File: config.mk
export PLATFORM = sky130hd
export DESIGN_NAME = lp_wake_ctrl
export DESIGN_NICKNAME = d
export VERILOG_FILES = /design/src/rtl/lpm_pkg.sv /design/src/rtl/lpm_regs.sv /design/src/rtl/lpm_wake_eval.sv /design/src/rtl/lpm_seq.sv /design/src/rtl/lp_wake_ctrl.sv
export SDC_FILE = /design/constraint.sdc
export NUM_CORES = 1
export LEC_CHECK = 0
export BUFFER_PORTS_ARGS = -buffer_cell sky130_fd_sc_hd__clkbuf_2
export CELL_PAD_IN_SITES_DETAIL_PLACEMENT = 0
export CELL_PAD_IN_SITES_GLOBAL_PLACEMENT = 1
export CORE_UTILIZATION = 36
export DETAILED_ROUTE_END_ITERATION = 10
export PLACE_DENSITY_LB_ADDON = 0.1
export SETUP_SLACK_MARGIN = 0.05
export SYNTH_ARGS = -nofsm -noshare
export SYNTH_HDL_FRONTEND = slang
export SYNTH_SLANG_ARGS = --single-unit
File: constraint.sdc
create_clock -name clk -period 5.7 [get_ports clk]
set_input_delay 1.14 -clock clk [delete_from_list [all_inputs] [get_ports clk]]
set_output_delay 1.14 -clock clk [all_outputs]
set_load 0.005 [all_outputs]
File: src/rtl/lpm_pkg.sv
package lpm_pkg;
  typedef enum logic [1:0] {
    MODE_RUN  = 2'b00,
    MODE_DOZE = 2'b01,
    MODE_WAIT = 2'b10,
    MODE_STOP = 2'b11
  } lp_mode_e;

  typedef enum logic [1:0] {
    ST_RUN,
    ST_LOWP,
    ST_SETTLE,
    ST_RESUME
  } seq_st_e;

  localparam int unsigned GATE_W = 3;

  // clock enables while parked in a mode: {peripheral, platform, core}
  function automatic logic [GATE_W-1:0] mode_enables(lp_mode_e m);
    case (m)
      MODE_DOZE: return 3'b110;
      MODE_WAIT: return 3'b100;
      MODE_STOP: return 3'b000;
      default:   return 3'b111;
    endcase
  endfunction

  // entry permitted for this mode/enable pair
  function automatic logic entry_allowed(lp_mode_e m, logic stop_en);
    case (m)
      MODE_DOZE, MODE_WAIT: return 1'b1;
      MODE_STOP:            return stop_en;
      default:              return 1'b0;
    endcase
  endfunction
endpackage

File: src/rtl/lpm_regs.sv
module lpm_regs #(
  parameter int unsigned LVLW = 3
) (
  input  logic            clk,
  input  logic            rst_n,
  input  logic            bus_sel,
  input  logic            bus_wr,
  input  logic            bus_addr,
  input  logic [7:0]      bus_wdata,
  input  logic            bus_super,
  output logic [7:0]      bus_rdata,
  output logic            bus_ack,
  output logic            bus_err,
  output logic            stop_en,
  output logic [LVLW-1:0] wake_thr,
  output logic [1:0]      mode_sel
);
  localparam int unsigned THR_LSB = 4;

  logic            en_q;
  logic [LVLW-1:0] thr_q;
  logic [1:0]      mode_q;
  logic            wr_ok;
  logic [7:0]      icr_view, lcr_view;
  logic            unused_wbits;

  assign wr_ok   = bus_sel && bus_wr && bus_super;
  assign bus_ack = bus_sel && bus_super;
  assign bus_err = bus_sel && !bus_super;
  assign unused_wbits = ^{bus_wdata[THR_LSB-1:2]};

  always_ff @(posedge clk or negedge rst_n) begin
    if (!rst_n) begin
      en_q   <= 1'b0;
      thr_q  <= '0;
      mode_q <= 2'b00;
    end else if (wr_ok) begin
      if (!bus_addr) begin
        en_q  <= bus_wdata[7];
        thr_q <= bus_wdata[THR_LSB +: LVLW];
      end else begin
        mode_q <= bus_wdata[1:0];
      end
    end
  end

  always_comb begin
    icr_view = '0;
    icr_view[7] = en_q;
    icr_view[THR_LSB +: LVLW] = thr_q;
    lcr_view = {6'b0, mode_q};
    bus_rdata = bus_ack ? (bus_addr ? lcr_view : icr_view) : 8'h00;
  end

  assign stop_en  = en_q;
  assign wake_thr = thr_q;
  assign mode_sel = mode_q;

  // user accesses leave register state unchanged
  a_r3_user_no_effect: assert property (@(posedge clk) disable iff (!rst_n)
    (bus_sel && !bus_super) |=> ($stable(en_q) && $stable(thr_q) && $stable(mode_q)));
  a_r3_user_error: assert property (@(posedge clk) disable iff (!rst_n)
    (bus_sel && !bus_super) |-> (bus_err && !bus_ack));
endmodule

File: src/rtl/lpm_wake_eval.sv
module lpm_wake_eval #(
  parameter int unsigned NSRC = 4,
  parameter int unsigned LVLW = 3
) (
  input  logic                 clk,
  input  logic                 rst_n,
  input  logic [NSRC-1:0]      irq_req,
  input  logic [NSRC-1:0]      irq_mask,
  input  logic [NSRC*LVLW-1:0] irq_lvl,
  input  logic [LVLW-1:0]      wake_thr,
  output logic                 wake,
  output logic [LVLW-1:0]      top_lvl
);
  // highest level among live, unmasked sources
  function automatic logic [LVLW-1:0] best_level(
    input logic [NSRC-1:0] req, input logic [NSRC-1:0] msk,
    input logic [NSRC*LVLW-1:0] lv);
    logic [LVLW-1:0] best;
    best = '0;
    for (int i = 0; i < NSRC; i++) begin
      if (req[i] && !msk[i] && (lv[i*LVLW +: LVLW] > best))
        best = lv[i*LVLW +: LVLW];
    end
    return best;
  endfunction

  assign top_lvl = best_level(irq_req, irq_mask, irq_lvl);
  assign wake    = (top_lvl > wake_thr);

  // no wake without a live unmasked source, nor at top threshold
  a_r10_needs_source: assert property (@(posedge clk) disable iff (!rst_n)
    wake |-> ((irq_req & ~irq_mask) != '0));
  a_r10_top_thr_blocks: assert property (@(posedge clk) disable iff (!rst_n)
    (wake_thr == {LVLW{1'b1}}) |-> !wake);
endmodule

File: src/rtl/lpm_seq.sv
module lpm_seq
  import lpm_pkg::*;
#(
  parameter int unsigned SETTLE_CYC = 4
) (
  input  logic              clk,
  input  logic              rst_n,
  input  logic              stop_req,
  input  logic [1:0]        mode_sel,
  input  logic              stop_en,
  input  logic              wake,
  output logic              stop_ack,
  output logic [GATE_W-1:0] clk_en,
  output logic              halted,
  output logic              resume
);
  localparam int unsigned CNTW = $clog2(SETTLE_CYC + 1);
  localparam logic [CNTW-1:0] CNT_LAST = CNTW'(SETTLE_CYC - 1);

  seq_st_e   st, st_n;
  lp_mode_e  lat_mode;
  lp_mode_e  req_mode;
  logic [CNTW-1:0] cnt;
  logic      go;

  assign req_mode = lp_mode_e'(mode_sel);
  assign go       = stop_req && entry_allowed(req_mode, stop_en);
  assign stop_ack = (st == ST_RUN) && stop_req && !go;

  always_comb begin
    st_n = st;
    case (st)
      ST_RUN:    if (go) st_n = ST_LOWP;
      ST_LOWP:   if (wake) st_n = ST_SETTLE;
      ST_SETTLE: if (cnt == CNT_LAST) st_n = ST_RESUME;
      default:   st_n = ST_RUN;
    endcase
  end

  always_ff @(posedge clk or negedge rst_n) begin
    if (!rst_n) begin
      st       <= ST_RUN;
      lat_mode <= MODE_RUN;
      cnt      <= '0;
    end else begin
      st <= st_n;
      if (st == ST_RUN && go) lat_mode <= req_mode;
      if (st == ST_SETTLE) cnt <= cnt + 1'b1;
      else                 cnt <= '0;
    end
  end

  assign clk_en = (st == ST_LOWP) ? mode_enables(lat_mode) : {GATE_W{1'b1}};
  assign halted = (st == ST_LOWP) || (st == ST_SETTLE);
  assign resume = (st == ST_RESUME);

  // without a stop request the run state is kept
  a_r4_only_stop_enters: assert property (@(posedge clk) disable iff (!rst_n)
    (st == ST_RUN && !stop_req) |=> (st == ST_RUN));
  // refused stop keeps clocks running
  a_r6_refused_runs: assert property (@(posedge clk) disable iff (!rst_n)
    (st == ST_RUN && stop_req && req_mode == MODE_STOP && !stop_en)
      |=> (st == ST_RUN && clk_en == {GATE_W{1'b1}}));
  // stop mode gates every clock
  a_r5_stop_all_gated: assert property (@(posedge clk) disable iff (!rst_n)
    (st == ST_LOWP && lat_mode == MODE_STOP) |-> (clk_en == '0));
  // no wake keeps the block parked
  a_r10_park_without_wake: assert property (@(posedge clk) disable iff (!rst_n)
    (st == ST_LOWP && !wake) |=> (st == ST_LOWP && halted));
  // settle window keeps clocks on, resume follows the last settle cycle
  a_r11_settle_clocks_on: assert property (@(posedge clk) disable iff (!rst_n)
    (st == ST_SETTLE) |-> (clk_en == {GATE_W{1'b1}} && !resume));
  a_r11_resume_single: assert property (@(posedge clk) disable iff (!rst_n)
    resume |=> !resume);
endmodule

File: src/rtl/lp_wake_ctrl.sv
module lp_wake_ctrl
  import lpm_pkg::*;
#(
  parameter int unsigned NSRC       = 4,
  parameter int unsigned SETTLE_CYC = 4
) (
  input  logic                 clk,
  input  logic                 rst_n,
  input  logic                 bus_sel,
  input  logic                 bus_wr,
  input  logic                 bus_addr,
  input  logic [7:0]           bus_wdata,
  input  logic                 bus_super,
  output logic [7:0]           bus_rdata,
  output logic                 bus_ack,
  output logic                 bus_err,
  input  logic                 stop_req,
  output logic                 stop_ack,
  input  logic [NSRC-1:0]      irq_req,
  input  logic [NSRC-1:0]      irq_mask,
  input  logic [NSRC*3-1:0]    irq_lvl,
  output logic [2:0]           clk_en,
  output logic                 halted,
  output logic                 resume
);
  localparam int unsigned LVLW = 3;

  logic            stop_en;
  logic [LVLW-1:0] wake_thr;
  logic [1:0]      mode_sel;
  logic            wake;
  logic [LVLW-1:0] top_lvl;
  logic            unused_top;

  assign unused_top = ^top_lvl;

  lpm_regs #(.LVLW(LVLW)) u_regs (
    .clk(clk), .rst_n(rst_n),
    .bus_sel(bus_sel), .bus_wr(bus_wr), .bus_addr(bus_addr),
    .bus_wdata(bus_wdata), .bus_super(bus_super),
    .bus_rdata(bus_rdata), .bus_ack(bus_ack), .bus_err(bus_err),
    .stop_en(stop_en), .wake_thr(wake_thr), .mode_sel(mode_sel)
  );

  lpm_wake_eval #(.NSRC(NSRC), .LVLW(LVLW)) u_wake (
    .clk(clk), .rst_n(rst_n),
    .irq_req(irq_req), .irq_mask(irq_mask), .irq_lvl(irq_lvl),
    .wake_thr(wake_thr), .wake(wake), .top_lvl(top_lvl)
  );

  lpm_seq #(.SETTLE_CYC(SETTLE_CYC)) u_seq (
    .clk(clk), .rst_n(rst_n),
    .stop_req(stop_req), .mode_sel(mode_sel), .stop_en(stop_en),
    .wake(wake), .stop_ack(stop_ack), .clk_en(clk_en),
    .halted(halted), .resume(resume)
  );
endmodule

==> out/metrics.csv, run 1 <==
metric,value,unit
cp_slowest_cell,or4_4,
power,0.448,mW
dominantRegCellSynth,dfrtp_1,
gp_congestion,0.665,
grt_pass1_wl,4.31,mm
comb_power_share,54.2,%
p_sw,0.166,mW
syn_to_final_growth,50.0,%
die_area,3600,um2
ys_top_cells_by_area,"dfrtp_1 (27%), ha_1 (22%), mux2_2 (10%), inv_1 (5.0%), nand2_1 (3.4%)",
fmax,174,MHz
worstSetupPathType,input pin to flip-flop,
switching_share,37.0,%
stdcell_area,1820,um2
yosysWarnings,0,
drtIter0Drc,30,
setup_slack,-0.0410,ns
path_max_fanout,7,
drv_slew,0,
final_antenna_net_count,0,
fin_worst_skew,0.00398,ns
cp_cell_sequence,buf_6 > nor2b_4 > and2_4 > ha_4 > nand3_2 > nand3b_1 > a21oi_4 > mux2_4 > ha_4 > nor2_4 > a31oi_4 > nand4b_4 > mux2_4 > ha_4 > and3_4 > or4_4 > and2_4 > a211oi_2 > ha_1 > a31oi_1 > o31ai_1 > a222oi_1 > mux2_2,
violations,setup timing,
drc,0,
p_int,0.283,mW
rsz0062_at_grt,true,
gr-total-overflow,0,
cts-buffers-inserted,3,
viasPerCell,4.72,
fillers,291,
synth_area_leader_cell,dfrtp_1,
end_kind,flip-flop,
clk_pin_slew,0.08,ns
dp_hpwl,2.22,mm
io_buffers,46,
cts_sinks,13,
drt-wirelength-per-cell,10.8,um
yosysSeqAreaShare,26.9,%
ios,51,
fp.coreArea,3130,um2
num_vias,1132,
fin_crit_sh,101,%
finalSetupViolCount,1,
grt_antenna_before_repair,0,
synth-async-reset-ratio,100,%
timing_hold_violations_final,0,
slowest_delay,0.52,ns
root_buffer,clkbuf_4,
synthTopCellsByCount,"ha_1 (21), inv_1 (16), dfrtp_1 (13)",
start_kind,input pin,
die_y,60,um
synth.cell_area,1210,um2
outcome,"finished, violations left",
placed_cell_area,1660,um2
drive_gt1_share,51.0,%
total_leakage_power,0.920,nW
start_util,38.7,%
fin_util,58.1,%
antennaDiodeCount,0,
ys_ff_latch,13,
hp-class,flip-flop to flip-flop,
clockBufferDepth,2,
cp.arrival,5.91,ns
sequentialPowerShare,33.2,%
synth_top_area_share,26.9,%
powerDensity,247,nW/um2
clock_latency,0.27,ns
routed_wl,2.59,mm
netlist_instances,133,
ir_drop,0.000118,V
cap_violations,0,
cp.required,5.87,ns
clkPwrFrac,12.6,%
htree_num_levels,1,
yosysMostFrequentCell,ha_1,
std_cell_rows,20,
nets,253,
cts_tree,yes,
period_needed,5.74,ns
grt_start_max_net_pins,14,
ff2ff_setup_slack,3.81,ns
die_x,60,um
synth_edf_count,0,
postSynthAreaPerCell,9.11,um2
grt_usage,15.9,%
synth.distinct_cells,32,
crit_top_cell,ha_4,
grt_pass1_vias,1083,
firstDrtPassIters,4,
## metal layers
layer | track usage [%] | vias up | routed length (um)
li1 | - | 582 | -
met4 | 3.65 | 0 | 10
met1 | 18.4 | 510 | 1130
met3 | 5.19 | 2 | 181
met2 | 28.3 | 38 | 1260
met5 | 0 | - | 0
## path summary, 6_finish.rpt
path                                           startpoint                              to  cells after the start
setup / recovery                              irq_mask[0]         u_seq.st[1]$_DFFE_PN0P_                     23
hold / removal                     u_seq.cnt[0]$_DFF_PN0_          u_seq.cnt[0]$_DFF_PN0_                      1
setup reg to reg           u_regs.mode_sel[1]$_DFFE_PN0P_         u_seq.st[1]$_DFFE_PN0P_                      7
hold reg to reg                    u_seq.cnt[0]$_DFF_PN0_          u_seq.cnt[0]$_DFF_PN0_                      1
max in group asynchronous                           rst_n  u_regs.wake_thr[1]$_DFFE_PN0P_                      1
min in group asynchronous                           rst_n          u_seq.cnt[2]$_DFF_PN0_                      1
## critical path: cells and delay by family
kind	cells	cell delay (ns)
mux	3	1.07
buf+inv	1	0.09
fa+ha+maj	4	0.96
simple gates	9	1.49
compound gates	6	1.15
## state kept, by name, indices dropped and copies added (netlist names)
| signal | cells |
|---|---|
| u_seq.lat_mode | 2 |
| u_seq.cnt | 3 |
| u_regs.mode_sel | 2 |
| u_regs.stop_en | 1 |
| u_regs.wake_thr | 3 |
| u_seq.st | 2 |
## placed cells by master (no fill, tap or decap), drive strengths merged, types with 2 or more instances in the layout
master	netlist	layout
clkbuf	0	48
ha	21	21
inv	16	16
buf	2	16
dfrtp	13	13
nand2	11	11
mux2	11	11
nor2	9	9
and2	7	7
nor2b	6	6
nor3	5	5
o21ai	4	4
and3	3	3
a21oi	3	3
nand3b	2	2
a211oi	2	2
a21o	2	2
conb	1	2
nand3	2	2
a31oi	2	2
## power by group through the flow
stage | sequential, mW | combinational (mW) | clock [mW]
after global placement | 0.147 | 0.221 | 0
after floorplan | 0.142 | 0.154 | 0
after global routing | 0.153 | 0.276 | 0.0648
after detailed placement | 0.151 | 0.229 | 0
final | 0.149 | 0.243 | 0.0565
after CTS | 0.149 | 0.243 | 0.0592
## through the flow
stage,instances,hold slack [ns],TNS [ns],worst slack (ns)
6_report,240,0.443,-0.0410,-0.0410
5_1_grt,240,0.462,-0.468,-0.250
4_1_cts,239,0.446,-0.279,-0.170
3_5_place_dp,233,0.433,-1.07,-0.568
3_3_place_gp,233,0.420,-0.950,-0.515
2_1_floorplan,134,0.409,-0.258,-0.232
## what timing repair did
| action | in CTS | in global routing |
|---|---|---|
| resized for setup | 11 | 9 |
| setup buffers | 2 | 1 |
| pin swaps | 17 | 13 |
| hold buffers | 0 | 0 |
| endpoints found under the setup margin | 2 | 2 |
## logic make-up (layout without fill, tap and decap cells)
family                   after synthesis  after routing  share of synthesized area [%]
adder cells (fa/ha/maj)               21             21                           21.7
other                                  1              2                          0.310
buffers and inverters                 18             80                           6.20
AND/OR/NAND/NOR                       51             51                           24.0
flip-flops                            13             13                           26.9
multiplexers                          12             12                           11.1
AO/OA/AOI/OAI                         17             17                           9.92
## layout make-up
class,instances,area (um2),share of cell area [%]
clock buffer,4,26.3,1.45
tap,44,55.1,3.03
sequential,13,325,17.9
multi-input combinational,103,998,55.0
timing repair buffer,60,352,19.4
inverter,16,60.1,3.31
No activity file was read; power rests on OpenSTA's default activity.
==> inputs of run 2 (changes only) <==
--- a/config.mk
+++ b/config.mk
@@ -8,6 +8,7 @@
 export BUFFER_PORTS_ARGS = -buffer_cell sky130_fd_sc_hd__clkbuf_2
 export CELL_PAD_IN_SITES_DETAIL_PLACEMENT = 0
 export CELL_PAD_IN_SITES_GLOBAL_PLACEMENT = 1
+export CORE_ASPECT_RATIO = 1.4
 export CORE_UTILIZATION = 36
 export DETAILED_ROUTE_END_ITERATION = 10
 export PLACE_DENSITY_LB_ADDON = 0.1
==> run 2 against run 1 <==
Effect of this change: the run still ends with setup timing left; combinational power is 11% higher; highest routed layer unchanged; register-to-register slack about the same; critical path type unchanged; die area hardly changed; via count rose by 5.8%; count of clock-buffer cells in the layout did not move; final cell count shrank 1.7%; largest cell class unchanged; global-route usage is 0.71 points higher; non-clock buffer count increased by 1; first-iteration DRC count shrank 73%; critical endpoint unchanged; hold slack got worse by 0.011 ns.
==> out/metrics.csv, run 2 (synthesized netlist as in run 1, its figures left out) <==
metric,value,unit
viasPerCell,5.08,
io_buffers,46,
root_buffer,clkbuf_8,
worstSetupPathType,input pin to flip-flop,
layout_common_cells,"clkbuf_2 (44), inv_1 (16), ha_1 (14)",
seq_area,325,um2
ff2ff_setup_slack,3.80,ns
cts_hold_buffers,0,
grt_usage,16.6,%
cts_tree,yes,
clk_pin_slew,0.05,ns
start_kind,input pin,
die_area,3600,um2
gp_congestion,0.651,
clockBufferDepth,2,
power,0.496,mW
multiInputGateArea,992,um2
fin_worst_skew,0.00246,ns
layout_commonest_cell,clkbuf_2,
std_cell_rows,24,
setup_slack,-0.142,ns
nets,254,
timing_hold_violations_final,0,
routed_wl,2.75,mm
firstDrtPassIters,4,
fillers,288,
powerDensity,270,nW/um2
drtIter0Drc,8,
reg2regPathDepth,8,
total_leakage_power,0.937,nW
startpoint,irq_mask[0],
crit_end,u_seq.st[1]$_DFFE_PN0P_,
clock_latency,0.24,ns
hp-class,flip-flop to flip-flop,
drc,0,
cts_sinks,13,
cp.required,5.82,ns
ir_drop,0.000168,V
grt_antenna_before_repair,0,
drt-wirelength-per-cell,11.6,um
fin_crit_sh,102,%
fp.coreArea,3150,um2
fin_cells,236,
end_kind,flip-flop,
finalSetupViolCount,2,
dp_hpwl,2.32,mm
ios,51,
gr-total-overflow,0,
die_x,51.0,um
violations,setup timing,
drv_slew,0,
dp_cells,227,
rsz0062_at_grt,true,
grt_pass1_wl,4.55,mm
path_max_fanout,8,
r2r-start,u_regs.mode_sel[1]$_DFFE_PN0P_,
cap_violations,0,
cts-buffers-inserted,3,
num_vias,1198,
final_antenna_net_count,0,
htree_num_levels,1,
fmax,171,MHz
whs,0.432,ns
antennaDiodeCount,0,
die_y,70.6,um
outcome,"finished, violations left",
period_needed,5.84,ns
grt_start_max_net_pins,14,
syn_to_final_growth,51.4,%
drive_gt1_share,50.8,%
reg2reg_to,u_seq.st[1]$_DFFE_PN0P_,
grt_pass1_vias,1189,
start_util,38.4,%
cp.arrival,5.96,ns
==> run 2: metrics by stage <==
stage / cell area [um2] / TNS [ns] / utilization [%] / worst slack [ns]
6_report: 1830 / -0.205 / 58.2 / -0.142
4_1_cts: 1780 / -0.423 / 56.4 / -0.240
5_1_grt: 1830 / -0.754 / 58.2 / -0.409
3_3_place_gp: 1640 / -1.03 / 52.1 / -0.553
3_5_place_dp: 1640 / -1.28 / 52.1 / -0.668
2_1_floorplan: 1300 / -0.258 / - / -0.232
==> run 2: how the worst min path moves through the flow <==
stage | from | endpoint | cells past startpoint
final | u_seq.cnt[0]$_DFF_PN0_ | u_seq.cnt[0]$_DFF_PN0_ | 1
after CTS | u_seq.cnt[0]$_DFF_PN0_ | u_seq.cnt[0]$_DFF_PN0_ | 1
after global placement | u_seq.cnt[0]$_DFF_PN0_ | u_seq.cnt[0]$_DFF_PN0_ | 1
after global routing | u_seq.cnt[0]$_DFF_PN0_ | u_seq.cnt[0]$_DFF_PN0_ | 1
after detailed placement | u_seq.cnt[0]$_DFF_PN0_ | u_seq.cnt[0]$_DFF_PN0_ | 1
after floorplan | u_seq.cnt[0]$_DFF_PN0_ | u_seq.cnt[0]$_DFF_PN0_ | 1
==> run 2: worst max-delay path: stages <==
cell and delay [ns]:
buf_6 0.09, nor2b_4 0.13, and2_4 0.17, ha_4 0.19
nand3_2 0.05, nand3b_1 0.11, a21oi_4 0.20, mux2_4 0.35
ha_4 0.30, nor2_4 0.04, a31oi_4 0.16, nand4b_4 0.18
mux2_4 0.34, ha_4 0.21, and3_4 0.14, or4_4 0.52
buf_6 0.14, nor2_1 0.12, a211oi_2 0.05, ha_1 0.31
a31oi_1 0.19, o31ai_1 0.10, a222oi_1 0.25, buf_4 0.18
mux2_4 0.29
==> run 2: what timing repair did <==
action                     CTS  global route
setup endpoints to repair    2             2
pin swaps                   15            12
buffers inserted             3             2
resized for setup           11             9
==> run 2: power by group <==
group          leakage [nW]  internal, mW  switching (mW)
registers             0.162         0.123          0.0238
logic                 0.752         0.150           0.119
clock network        0.0228        0.0492          0.0302
total                 0.937         0.322           0.173
==> run 2: area by class of cell <==
type	count	share of cell area, %
multi-input cells	103	54.1
repair buffers	61	19.8
flip-flops and latches	13	17.7
inverters	16	3.27
well taps	39	2.66
clock buffers	4	2.46
==> run 2: metal layers <==
layer | global-route usage (%) | share of wire, % | up-vias
li1 | - | - | 587
met1 | 15.8 | 34 | 565
met2 | 33.0 | 59 | 36
met3 | 1.29 | 4.3 | 10
met4 | 9.26 | 3.1 | 0
met5 | 0 | 0 | -
==> inputs of run 3 (changes only) <==
--- a/config.mk
+++ b/config.mk
@@ -5,11 +5,12 @@
 export SDC_FILE = /design/constraint.sdc
 export NUM_CORES = 1
 export LEC_CHECK = 0
+export ABC_AREA = 1
 export BUFFER_PORTS_ARGS = -buffer_cell sky130_fd_sc_hd__clkbuf_2
 export CELL_PAD_IN_SITES_DETAIL_PLACEMENT = 0
 export CELL_PAD_IN_SITES_GLOBAL_PLACEMENT = 1
 export CORE_ASPECT_RATIO = 1.4
-export CORE_UTILIZATION = 36
+export CORE_UTILIZATION = 35
 export DETAILED_ROUTE_END_ITERATION = 10
 export PLACE_DENSITY_LB_ADDON = 0.1
 export SETUP_SLACK_MARGIN = 0.05
==> run 3 against run 2 <==
Effect of this change: the run now ends clean; total power fell by 14%; via count rose by 0.58%; sequential share of layout area rose by 3.3 points; count of clock-buffer cells in the layout fell by 1; hold slack improved by 0.0011 ns; global-route usage fell by 1.6 points; register-to-register slack improved by 0.46 ns; critical endpoint is now u_seq.st[0]$_DFFE_PN0P_; largest cell class unchanged; largest power group unchanged.
==> out/metrics.csv, run 3 <==
metric,value,unit
fillers,363,
cts-buffers-inserted,3,
switching_share,40.1,%
met2WireLength,1.37,mm
start_util,36.5,%
grt_antenna_before_repair,0,
p_int,0.257,mW
wl_met1,1.01,mm
nets,282,
dp_hpwl,2.33,mm
final_antenna_net_count,0,
cts-resized-gates,0,
hp-class,flip-flop to flip-flop,
clockBufferDepth,2,
clkPwrFrac,19.1,%
postCtsSetupBuffers,0,
netlist_instances,176,
critical_path.top_delay_family,simple AND/OR/NAND/NOR gates,
grt_start_max_net_pins,14,
powerDensity,277,nW/um2
synth_edf_count,0,
crit_buf_inv,6,
root_buffer,clkbuf_8,
drtIter0Drc,13,
setup_slack,0.798,ns
fin_worst_skew,0.00346,ns
comb_power_share,47.2,%
crit_top_cell,nand2_1,
cts_sinks,13,
worstSetupPathType,input pin to flip-flop,
yosysWarnings,0,
die_y,72.2,um
routed_wl,2.53,mm
end_kind,flip-flop,
grt_pass1_vias,1154,
outcome,"complete, no violations",
std_cell_rows,25,
cap_violations,0,
antennaDiodeCount,0,
cts_tree,yes,
dominantRegCellSynth,dfrtp_1,
grt_usage,15.0,%
total_leakage_power,0.959,nW
cts_hold_buffers,0,
fp.coreArea,3380,um2
layout_common_cells,"clkbuf_2 (46), nand2_1 (37), inv_1 (34)",
die_x,52.2,um
fin_crit_sh,86.0,%
gr-total-overflow,0,
highest_layer,met4,
gp_congestion,0.713,
cp.arrival,5.04,ns
firstDrtPassIters,4,
timing_hold_violations_final,0,
ios,51,
cp.required,5.84,ns
fmax,204,MHz
grt_pass1_wl,4.35,mm
die_area,3770,um2
synth.cell_area,1230,um2
htree_num_levels,1,
synth.distinct_cells,19,
rsz0062_at_grt,false,
path_max_fanout,4,
num_vias,1205,
drive_gt1_share,24.9,%
synth-async-reset-ratio,100,%
wl_met3,113,um
start_kind,input pin,
io_buffers,46,
ir_drop,0.000173,V
slowest_delay,0.31,ns
synth_top_area_share,26.4,%
finalSetupViolCount,0,
clk_pin_slew,0.06,ns
ys_ff_latch,13,
postSynthAreaPerCell,7.00,um2
synth_area_leader_cell,dfrtp_1,
synthTopCellsByCount,"nand2_1 (37), inv_1 (34), ha_1 (21)",
syn_to_final_growth,25.6,%
placed_cell_area,1500,um2
drv_slew,0,
viasPerCell,4.55,
preCtsSetupSlack,0.503,ns
drt-wirelength-per-cell,9.54,um
cp_slowest_cell,ha_1,
fin_util,45.8,%
dp_cells,261,
ys_top_cells_by_area,"dfrtp_1 (26%), ha_1 (21%), nand2_1 (11%), inv_1 (10%), nand3_1 (8.1%)",
yosysSeqAreaShare,26.4,%
yosysMostFrequentCell,nand2_1,
fin_cells,265,
sequentialPowerShare,33.7,%
layout_commonest_cell,clkbuf_2,
stdcell_area,1550,um2
drc,0,
setup-tns-final,0,ns
p_sw,0.172,mW
period_needed,4.90,ns
clock_latency,0.24,ns
run 3: changes by cell type in the layout (fill, tap and decap cells not counted), sizes merged, moves of 8 or more:
cell,delta
nand3,+18
buf,-17
mux2,-10
a21oi,+8
inv,+18
nand2,+28
nor2,+11
run 3: layer usage:
layer	up-vias	track usage (%)
met3	2	2.52
met1	527	15.1
met4	0	7.02
li1	650	-
met5	-	0
met2	26	28.8
run 3: area by class of cell:
| cell class | instances | area (um2) | area share (%) |
|---|---|---|---|
| Clock buffer | 3 | 41.3 | 2.67 |
| Clock inverter | 1 | 5.00 | 0.323 |
| Inverter | 34 | 128 | 8.25 |
| Timing Repair Buffer | 46 | 230 | 14.9 |
| Multi-Input combinational cell | 128 | 768 | 49.6 |
| Tap cell | 40 | 50.0 | 3.23 |
| Sequential cell | 13 | 325 | 21.0 |
run 3: final timing paths:
path | start | slack, ns | cells past startpoint | to
setup / recovery | irq_mask[0] | 0.80 | 35 | u_seq.st[0]$_DFFE_PN0P_
hold / removal | u_seq.cnt[0]$_DFF_PN0_ | 0.43 | 1 | u_seq.cnt[0]$_DFF_PN0_
setup reg to reg | u_seq.st[0]$_DFFE_PN0P_ | 4.26 | 8 | u_seq.st[0]$_DFFE_PN0P_
hold reg to reg | u_seq.cnt[0]$_DFF_PN0_ | 0.43 | 1 | u_seq.cnt[0]$_DFF_PN0_
max in group asynchronous | rst_n | 4.68 | 1 | u_seq.cnt[0]$_DFF_PN0_
min in group asynchronous | rst_n | 0.78 | 1 | u_seq.lat_mode[1]$_DFFE_PN0P_
run 3: cell families (layout without fill, tap and decap cells):
logic type               Yosys count  in the layout  synth area share, %
multiplexers                       1              1                 1.22
other                              1              2                0.304
flip-flops                        13             13                 26.4
AND/OR/NAND/NOR                   87             87                 31.7
adder cells (fa/ha/maj)           21             21                 21.3
buffers and inverters             36             84                 11.6
AO/OA/AOI/OAI                     17             17                 7.51
run 3: per-stage QoR:
step / hold WS [ns] / power, mW
finish: 0.433 / 0.429
global placement: 0.422 / 0.344
floorplan: 0.410 / 0.282
CTS: 0.442 / 0.434
global route: 0.455 / 0.479
detailed placement: 0.435 / 0.351
run 3: power groups by stage:
| stage | Combinational (mW) | Sequential, mW | Clock [mW] |
|---|---|---|---|
| 2_1_floorplan | 0.142 | 0.140 | 0 |
| 3_3_place_gp | 0.200 | 0.144 | 0 |
| 3_5_place_dp | 0.205 | 0.146 | 0 |
| 4_1_cts | 0.206 | 0.145 | 0.0834 |
| 5_1_grt | 0.240 | 0.149 | 0.0899 |
| 6_report | 0.202 | 0.145 | 0.0818 |
